<file path="src/rtl/flash_cmd_pkg.sv">
package flash_cmd_pkg;

    typedef enum logic [2:0] {
        ST_IDLE,
        ST_KEY1,
        ST_KEY2,
        ST_PGM,
        ST_ERA1,
        ST_ERA2,
        ST_ERA3
    } cmd_state_e;

    localparam int NUM_HITS = 6;
    localparam int HX_KEY1  = 0;
    localparam int HX_AUTO  = 1;
    localparam int HX_PROG  = 2;
    localparam int HX_ERASE = 3;
    localparam int HX_CHIP  = 4;
    localparam int HX_KEY2  = 5;

    localparam logic [7:0] CODE_KEY1  = 8'hAA;
    localparam logic [7:0] CODE_KEY2  = 8'h55;
    localparam logic [7:0] CODE_RESET = 8'hF0;
    localparam logic [7:0] CODE_AUTO  = 8'h90;
    localparam logic [7:0] CODE_PROG  = 8'hA0;
    localparam logic [7:0] CODE_ERASE = 8'h80;
    localparam logic [7:0] CODE_CHIP  = 8'h10;
    localparam logic [7:0] CODE_SECT  = 8'h30;

    function automatic logic [7:0] hit_code(input int idx);
        case (idx)
            HX_KEY1:  return CODE_KEY1;
            HX_AUTO:  return CODE_AUTO;
            HX_PROG:  return CODE_PROG;
            HX_ERASE: return CODE_ERASE;
            HX_CHIP:  return CODE_CHIP;
            default:  return CODE_KEY2;
        endcase
    endfunction

endpackage

</file>
<file path="src/rtl/flash_we_edge.sv">
module flash_we_edge (
    input  logic clk,
    input  logic rst_n,
    input  logic wr_n,
    output logic strobe
);
    logic wr_d, wr_q;

    always_comb begin
        wr_d = wr_n;
    end

    always_ff @(posedge clk) begin
        if (!rst_n) wr_q <= 1'b1;
        else        wr_q <= wr_d;
    end

    assign strobe = wr_q & ~wr_n;
endmodule

</file>
<file path="src/rtl/flash_cmd_match.sv">
module flash_cmd_match
    import flash_cmd_pkg::*;
#(
    parameter int MATCH_W = 15,
    parameter int DATA_W  = 8,
    parameter logic [MATCH_W-1:0] CMD_ADDR = 'h5555,
    parameter logic [MATCH_W-1:0] ALT_ADDR = 'h2AAA
) (
    input  logic [MATCH_W-1:0]  addr_lo,
    input  logic [DATA_W-1:0]   wdata,
    output logic [NUM_HITS-1:0] hits,
    output logic                is_reset,
    output logic                is_sect
);
    logic at_cmd, at_alt;

    assign at_cmd   = (addr_lo == CMD_ADDR);
    assign at_alt   = (addr_lo == ALT_ADDR);
    assign is_reset = (wdata == DATA_W'(CODE_RESET));
    assign is_sect  = (wdata == DATA_W'(CODE_SECT));

    for (genvar i = 0; i < NUM_HITS; i++) begin : g_hit
        if (i == HX_KEY2) begin : g_alt
            assign hits[i] = at_alt && (wdata == DATA_W'(hit_code(i)));
        end else begin : g_cmd
            assign hits[i] = at_cmd && (wdata == DATA_W'(hit_code(i)));
        end
    end
endmodule

</file>
<file path="src/rtl/flash_cmd_fsm.sv">
module flash_cmd_fsm
    import flash_cmd_pkg::*;
#(
    parameter int ADDR_W = 17,
    parameter int DATA_W = 8,
    parameter int SECT_W = 3,
    parameter logic [DATA_W-1:0] ID_LO = 'h01,
    parameter logic [DATA_W-1:0] ID_HI = 'h20
) (
    input  logic                clk,
    input  logic                rst_n,
    input  logic                strobe,
    input  logic [ADDR_W-1:0]   addr,
    input  logic [DATA_W-1:0]   wdata,
    input  logic [NUM_HITS-1:0] hits,
    input  logic                is_reset,
    input  logic                is_sect,
    output logic                pgm_go,
    output logic [ADDR_W-1:0]   pgm_addr,
    output logic [DATA_W-1:0]   pgm_data,
    output logic                chip_go,
    output logic                sect_go,
    output logic [SECT_W-1:0]   sect_num,
    output logic                id_sel,
    output logic [DATA_W-1:0]   id_byte
);
    typedef struct packed {
        cmd_state_e        st;
        logic              id;
        logic              pgm;
        logic              chip;
        logic              sect;
        logic [ADDR_W-1:0] paddr;
        logic [DATA_W-1:0] pdata;
        logic [SECT_W-1:0] snum;
    } fsm_t;

    fsm_t r_d, r_q;

    always_comb begin
        r_d      = r_q;
        r_d.pgm  = 1'b0;
        r_d.chip = 1'b0;
        r_d.sect = 1'b0;
        if (strobe) begin
            r_d.st = ST_IDLE;
            if (is_reset && r_q.st != ST_PGM) begin
                r_d.id = 1'b0;
            end else begin
                case (r_q.st)
                    ST_IDLE: if (hits[HX_KEY1]) r_d.st = ST_KEY1;
                    ST_KEY1: if (hits[HX_KEY2]) r_d.st = ST_KEY2;
                    ST_KEY2: begin
                        if (hits[HX_AUTO])       r_d.id = 1'b1;
                        else if (hits[HX_PROG])  r_d.st = ST_PGM;
                        else if (hits[HX_ERASE]) r_d.st = ST_ERA1;
                    end
                    ST_PGM: begin
                        r_d.pgm   = 1'b1;
                        r_d.paddr = addr;
                        r_d.pdata = wdata;
                        r_d.id    = 1'b0;
                    end
                    ST_ERA1: if (hits[HX_KEY1]) r_d.st = ST_ERA2;
                    ST_ERA2: if (hits[HX_KEY2]) r_d.st = ST_ERA3;
                    ST_ERA3: begin
                        if (hits[HX_CHIP]) begin
                            r_d.chip = 1'b1;
                            r_d.id   = 1'b0;
                        end else if (is_sect) begin
                            r_d.sect = 1'b1;
                            r_d.snum = addr[ADDR_W-1 -: SECT_W];
                            r_d.id   = 1'b0;
                        end
                    end
                    default: r_d.st = ST_IDLE;
                endcase
            end
        end
    end

    always_ff @(posedge clk) begin
        if (!rst_n) begin
            r_q <= '0;
        end else begin
            r_q <= r_d;
        end
    end

    assign pgm_go   = r_q.pgm;
    assign pgm_addr = r_q.paddr;
    assign pgm_data = r_q.pdata;
    assign chip_go  = r_q.chip;
    assign sect_go  = r_q.sect;
    assign sect_num = r_q.snum;
    assign id_sel   = r_q.id;
    assign id_byte  = addr[0] ? ID_HI : ID_LO;

    assert_actions_exclusive_R11: assert property (@(posedge clk) disable iff (!rst_n)
        $onehot0({pgm_go, chip_go, sect_go}));

    assert_pgm_single_R11: assert property (@(posedge clk) disable iff (!rst_n)
        pgm_go |=> !pgm_go);

    assert_chip_single_R11: assert property (@(posedge clk) disable iff (!rst_n)
        chip_go |=> !chip_go);

    assert_sect_single_R11: assert property (@(posedge clk) disable iff (!rst_n)
        sect_go |=> !sect_go);

    assert_action_after_strobe_R2: assert property (@(posedge clk) disable iff (!rst_n)
        (pgm_go || chip_go || sect_go) |-> $past(strobe));

    assert_mode_needs_strobe_R2: assert property (@(posedge clk) disable iff (!rst_n)
        !$past(strobe) |-> $stable(id_sel));

    assert_action_clears_id_R6: assert property (@(posedge clk) disable iff (!rst_n)
        (pgm_go || chip_go || sect_go) |-> !id_sel);
endmodule

</file>
<file path="src/rtl/flash_cmd_decoder.sv">
module flash_cmd_decoder
    import flash_cmd_pkg::*;
#(
    parameter int ADDR_W = 17,
    parameter int DATA_W = 8,
    parameter int SECT_W = 3
) (
    input  logic              clk,
    input  logic              rst_n,
    input  logic              wr_n,
    input  logic [ADDR_W-1:0] addr,
    input  logic [DATA_W-1:0] wdata,
    output logic              pgm_go,
    output logic [ADDR_W-1:0] pgm_addr,
    output logic [DATA_W-1:0] pgm_data,
    output logic              chip_go,
    output logic              sect_go,
    output logic [SECT_W-1:0] sect_num,
    output logic              id_sel,
    output logic [DATA_W-1:0] id_byte
);
    localparam int MATCH_W = ADDR_W - 2;

    logic                strobe;
    logic [NUM_HITS-1:0] hits;
    logic                is_reset;
    logic                is_sect;

    flash_we_edge u_edge (
        .clk    (clk),
        .rst_n  (rst_n),
        .wr_n   (wr_n),
        .strobe (strobe)
    );

    flash_cmd_match #(
        .MATCH_W (MATCH_W),
        .DATA_W  (DATA_W)
    ) u_match (
        .addr_lo  (addr[MATCH_W-1:0]),
        .wdata    (wdata),
        .hits     (hits),
        .is_reset (is_reset),
        .is_sect  (is_sect)
    );

    flash_cmd_fsm #(
        .ADDR_W (ADDR_W),
        .DATA_W (DATA_W),
        .SECT_W (SECT_W)
    ) u_fsm (
        .clk      (clk),
        .rst_n    (rst_n),
        .strobe   (strobe),
        .addr     (addr),
        .wdata    (wdata),
        .hits     (hits),
        .is_reset (is_reset),
        .is_sect  (is_sect),
        .pgm_go   (pgm_go),
        .pgm_addr (pgm_addr),
        .pgm_data (pgm_data),
        .chip_go  (chip_go),
        .sect_go  (sect_go),
        .sect_num (sect_num),
        .id_sel   (id_sel),
        .id_byte  (id_byte)
    );
endmodule

</file>
<file path="config.mk">
export PLATFORM = sky130hd
export DESIGN_NAME = flash_cmd_decoder
export DESIGN_NICKNAME = d
export VERILOG_FILES = /design/src/rtl/flash_cmd_pkg.sv /design/src/rtl/flash_we_edge.sv /design/src/rtl/flash_cmd_match.sv /design/src/rtl/flash_cmd_fsm.sv /design/src/rtl/flash_cmd_decoder.sv
export SDC_FILE = /design/constraint.sdc
export NUM_CORES = 1
export LEC_CHECK = 0
export BUFFER_PORTS_ARGS = -buffer_cell sky130_fd_sc_hd__buf_2
export CORE_ASPECT_RATIO = 0.9
export CORE_UTILIZATION = 54
export CTS_CLUSTER_DIAMETER = 200
export DETAILED_ROUTE_END_ITERATION = 16
export PLACE_DENSITY = 0.9
export SYNTH_ARGS = -nofsm -noshare
export SYNTH_HDL_FRONTEND = slang
export SYNTH_SLANG_ARGS = --single-unit
</file>
<file path="constraint.sdc">
create_clock -name clk -period 4.7 [get_ports clk]
set_input_delay 0.235 -clock clk [delete_from_list [all_inputs] [get_ports clk]]
set_output_delay 0.235 -clock clk [all_outputs]
set_load 0.01 [all_outputs]
</file>
# Word level (Yosys, flattened, before mapping)
# Index checks and enable logic that the tools add are counted.
dict set report totals {
  n_memories 0
  latchBits 0
  mem_bits_ro 0
  out_inout_bits 40
  ff_bits 36
  elab_cells 68
  ram_bits 0
}
dict set report op_classes {
  n_lt_le_gt_ge 0
  div 0
  n_mul 0
  reduce_logical 15
  muxes 18
  addsub 0
  bitwise_logic 7
  eq_ne 19
  n_shift 0
}
# op n
set ops {}
lappend ops {{8-bit equality test (second input constant)} 5}
lappend ops {{3-bit two-way mux} 6}
lappend ops {{15-bit by 14-bit equality test with 1-bit output (second input constant)} 1}
lappend ops {{15-bit equality test (second input constant)} 1}
lappend ops {{3-bit case mux with 5 select lines} 1}
lappend ops {{3-bit equality test (second input constant)} 3}
lappend ops {{8-bit by 5-bit equality test with 1-bit output (second input constant)} 1}
lappend ops {{8-bit by 6-bit equality test with 1-bit output (second input constant)} 1}
lappend ops {{8-bit by 7-bit equality test with 1-bit output (second input constant)} 1}
lappend ops {{1-bit two-way mux} 8}
lappend ops {{1-bit logical AND} 7}
lappend ops {{3-bit by 2-bit equality test with 1-bit output (second input constant)} 2}
lappend ops {{6-bit two-way mux} 1}
lappend ops {{3-bit by 2-bit inequality test with 1-bit output (second input constant)} 2}
lappend ops {{1-bit inverter} 6}
lappend ops {{5-bit AND reduction} 1}
lappend ops {{5-bit OR reduction} 1}
lappend ops {{4-bit by 3-bit inequality test with 1-bit output (second input constant)} 1}
lappend ops {{4-bit AND reduction} 1}
lappend ops {{4-bit nonzero test} 1}
lappend ops {{4-bit OR reduction} 1}
lappend ops {{3-bit by 1-bit equality test with 1-bit output (second input constant)} 1}
lappend ops {{3-bit zero test} 1}
lappend ops {{1-bit case mux with 3 select lines} 1}
lappend ops {{other kinds (4)} 4}

# Logic depth before layout (Yosys ltp)
dict set report logic_depth {
  word_depth 7
  ltp_mapped 7
}

# Cells and area by module
# From an unflattened synthesis, not the netlist that was laid out.
dict set report unflattened {
  cells_unflattened 238
  area_unflattened_um2 2134.5
}
# module instances cells_each area_each_um2
set by_module_without_submodules {}
lappend by_module_without_submodules {flash_cmd_fsm 1 203 1833.0}
lappend by_module_without_submodules {flash_cmd_match 1 32 269.0}
lappend by_module_without_submodules {flash_we_edge 1 3 32.5}

# Worst setup path after synthesis
# OpenSTA, ideal clock, no wires.
dict set report synth_timing {
  path_type {register -> register}
  from {register u_fsm.r_q[34] in the netlist's numbering}
  to {register u_fsm.r_q, in the netlist u_fsm.sect_num[1]}
  path_stages_with_launch 7
  required_time_ns 4.584
  synth_period_minus_slack_ns 1.524
  setup_ns 0.116
  arrival_time_ns 1.408
  path_slack_ns 3.176
  path_cell_list {dfxtp_1 > clkbuf_2 > or4bb_1 > nor4_4 > nand2_1 > mux2i_1 > nor2b_1}
}
dict set report synth_via {
  elab_chain_cells 4
  elab_cells_between_ends 5
  cone_classes {eq/ne: 2; bitwise: 1; reduce/logical: 2}
}
# element line_no
set synth_lines {}
lappend synth_lines {{start, declared} flash_cmd_fsm.sv:38} ;# fsm_t r_d, r_q;
lappend synth_lines {{start signal, assigned} flash_cmd_fsm.sv:86} ;# r_q <= r_d;
lappend synth_lines {{3-bit by 2-bit inequality test with 1-bit output} flash_cmd_fsm.sv:47} ;# if (is_reset && r_q.st != ST_PGM) begin
lappend synth_lines {{1-bit logical AND} flash_cmd_fsm.sv:47}
lappend synth_lines {{1-bit inverter (no line)} -}
lappend synth_lines {{5-bit AND reduction (no line) *} -}
# Every way passes the cells marked *; elsewhere a longest branch is shown, timed or not.
# A chain may end at the register's enable or synchronous reset.

# Worst setup path in the final report
dict set report layout_timing {
  from {register u_fsm.r_q[32] in the netlist's numbering}
  to {register u_fsm.r_q, in the netlist u_fsm.pgm_data[6]}
}
dict set report layout_via {
  elab_chain_cells 4
  elab_cells_between_ends 5
  cone_classes {eq/ne: 2; bitwise: 1; reduce/logical: 2}
}
# element line_no
set layout_lines {}
lappend layout_lines {{3-bit by 2-bit inequality test with 1-bit output} flash_cmd_fsm.sv:47}
lappend layout_lines {{1-bit logical AND} flash_cmd_fsm.sv:47}
lappend layout_lines {{1-bit inverter (no line)} -}
lappend layout_lines {{3-bit AND reduction (no line) *} -}
# Marks and branches as above.

==> flow_summary.json <==
{
  "ir_drop_mv": 0.170,
  "drtPass1Iterations": 4,
  "ios": 68,
  "arrival_ps": 2370,
  "drive_gt1_share_pct": 26.9,
  "via_per_inst": 5.28,
  "synth_edf_count": 0,
  "regArea_um2": 721,
  "synth_top_cell_by_area": "dfxtp_1",
  "synth.avg_cell_area_um2": 8.17,
  "status": "finished clean",
  "htreeDepth": 2,
  "cts_hold_buf": 0,
  "skew_ps": 1.88,
  "power_w": 0.000618,
  "fillerInstances": 317,
  "netlist_area_um2": 1990,
  "cpMaxStageDelayCell": "nor2b_1",
  "numCtsBuffers": 5,
  "die_y_um": 59.5,
  "path_clk_slew_ps": 70,
  "p_leak_nw": 0.900,
  "slew_headroom_pct": 37.8,
  "grt_pass1_vias": 1504,
  "cts_tree": "done",
  "crit_type": "flop to flop",
  "async_flop_share_pct": 0,
  "worstPathCellList": "nor2b_1, nor2b_1, buf_4, nand2_1, a21boi_0",
  "nNetsFinal": 298,
  "slew_violations": 0,
  "multi_input_area_um2": 950,
  "worst-path-buf-inv": 1,
  "endpoint_kind": "flop",
  "grt-ovfl-total": 0,
  "slowest_delay_ps": 740,
  "via_count": 1663,
  "yosysWarnings": 0,
  "hold_class": "input pin to flop",
  "rows": 20,
  "cts_root_buf": "clkbuf_8",
  "diodes": 0,
  "period_share_pct": 45.8,
  "crit_fanout": 14,
  "crit_top_cell": "nor2b_1",
  "placed_cell_area_um2": 2060,
  "die_area_um2": 3920,
  "synth_ff_type": "dfxtp_1",
  "antenna_left": 0,
  "dieWidth_um": 65.9,
  "netlist_instances": 243,
  "grt_pass1_wl_um": 6610,
  "yosysTopAreaCellShare_pct": 36.3,
  "worstMarginPinSlew_ps": 931,
  "drcViolationCount": 0,
  "drt_iter0_markers": 109,
  "wl_um": 4090,
  "drv_cap": 0,
  "antenna_found_initial": 0,
  "fmax_mhz": 464,
  "dp_hpwl_um": 3010,
  "final_area_um2": 2160,
  "cp_top_family": "simple AND/OR/NAND/NOR gates",
  "setup_viol": 0,
  "setup_tns_ps": 0,
  "areaGrowthSynthToFinish_pct": 9.01,
  "worstSkewPairLatency_ps": 290,
  "final_common_cell": "buf_2",
  "post-cts-setup-buffer-count": 0,
  "cts_resized": 0,
  "grt_max_degree": 38,
  "power_density_nw_per_um2": 285,
  "start_util_pct": 57.5,
  "yosys-top-cells-area": "dfxtp_1 36%, buf_4 13%, nand2_1 11%",
  "hold_violations": 0,
  "wl_per_cell_um": 13.0,
  "seq_area_frac_synth_pct": 36.3,
  "mostFrequentLayoutCells": "61 x buf_2, 57 x nand2_1, 36 x dfxtp_1",
  "grt_usage_pct": 22.5,
  "cp.required_ps": 4920,
  "ys_ff_latch": 36,
  "port_buffers": 61,
  "layout_min_cycle_time_ps": 2150,
  "globalplace.congestion": 0.855,
  "cts.sinks": 36,
  "core_area_um2": 3450,
  "rsz0062_at_grt": "false",
  "clock_path_buffers": 2,
  "yosysUniqueCellTypes": 40,
  "critical_path.startpoint_type": "flop"
}
[worst paths after layout]
path	start	end	slack, ps	depth (start not counted)
setup / recovery	u_fsm.r_q[32]	u_fsm.pgm_data[6]	2550	5
hold / removal	wr_n	u_edge.wr_q	160	2
setup reg to reg	u_fsm.r_q[32]	u_fsm.pgm_data[6]	2550	5
hold reg to reg	u_fsm.pgm_addr[3]	u_fsm.pgm_addr[3]	460	2
[logic make-up after synthesis]
group           Yosys count  share of synthesized area (%)
simple gates            110                           30.1
buf+inv                  52                           16.8
compound gates           41                           15.1
flops                    36                           36.3
mux                       3                           1.51
other cells               1                          0.189
[sequential cells by signal, indices dropped and copies added (netlist names)]
register,cells
u_fsm.id_sel,1
u_fsm.pgm_data,8
u_edge.wr_q,1
u_fsm.pgm_addr,17
u_fsm.r_q,3
u_fsm.pgm_go,1
u_fsm.sect_go,1
u_fsm.sect_num,3
u_fsm.chip_go,1
[through the flow]
stage	cells	setup WS, ps	util (%)	hold WS, ps
2_1_floorplan	248	3180	-	336
4_1_cts	315	2510	62.7	163
6_report	315	2550	62.7	156
5_1_grt	315	2230	62.7	202
3_3_place_gp	307	2670	59.6	451
3_5_place_dp	307	2530	59.6	458
[synth_stat cells, types with 2 or more instances]
cell	n
nor3_1	3
dfxtp_1	36
nand2_1	57
nor4_1	2
inv_1	5
nand3_1	5
mux2i_1	3
and3_1	2
o21ai_0	4
o211ai_1	2
clkbuf_1	6
buf_2	5
nor4bb_1	4
a21boi_0	26
or4_1	2
a21oi_1	2
and2_1	2
nor2b_1	8
nor2_1	5
nand4_1	4
a32oi_1	2
or4bb_1	2
nor4b_1	3
buf_4	35
nand2b_1	3
[cell type report]
| cell class | instances | share of cell area [%] |
|---|---|---|
| Multi-Input combinational cell | 160 | 43.9 |
| Sequential cell | 36 | 33.3 |
| Inverter | 5 | 0.867 |
| Clock buffer | 6 | 3.35 |
| Tap cell | 44 | 2.54 |
| Timing Repair Buffer | 62 | 14.5 |
| Clock inverter | 2 | 1.62 |
[routing by layer]
metal,track usage (%),part of all wire [%]
met4,9.01,1.5
met5,0,0
met1,28.8,47
met2,35.7,45
met3,6.35,6.4
[report_power, final]
part	leakage, nW	switching, W	internal (W)	total (W)
sequential	0.290	0.000000301	0.000305	0.000306
clock	0.0552	0.000111	0.000157	0.000269
combinational	0.555	0.0000255	0.0000182	0.0000436
(Power assumes the default switching activity.)
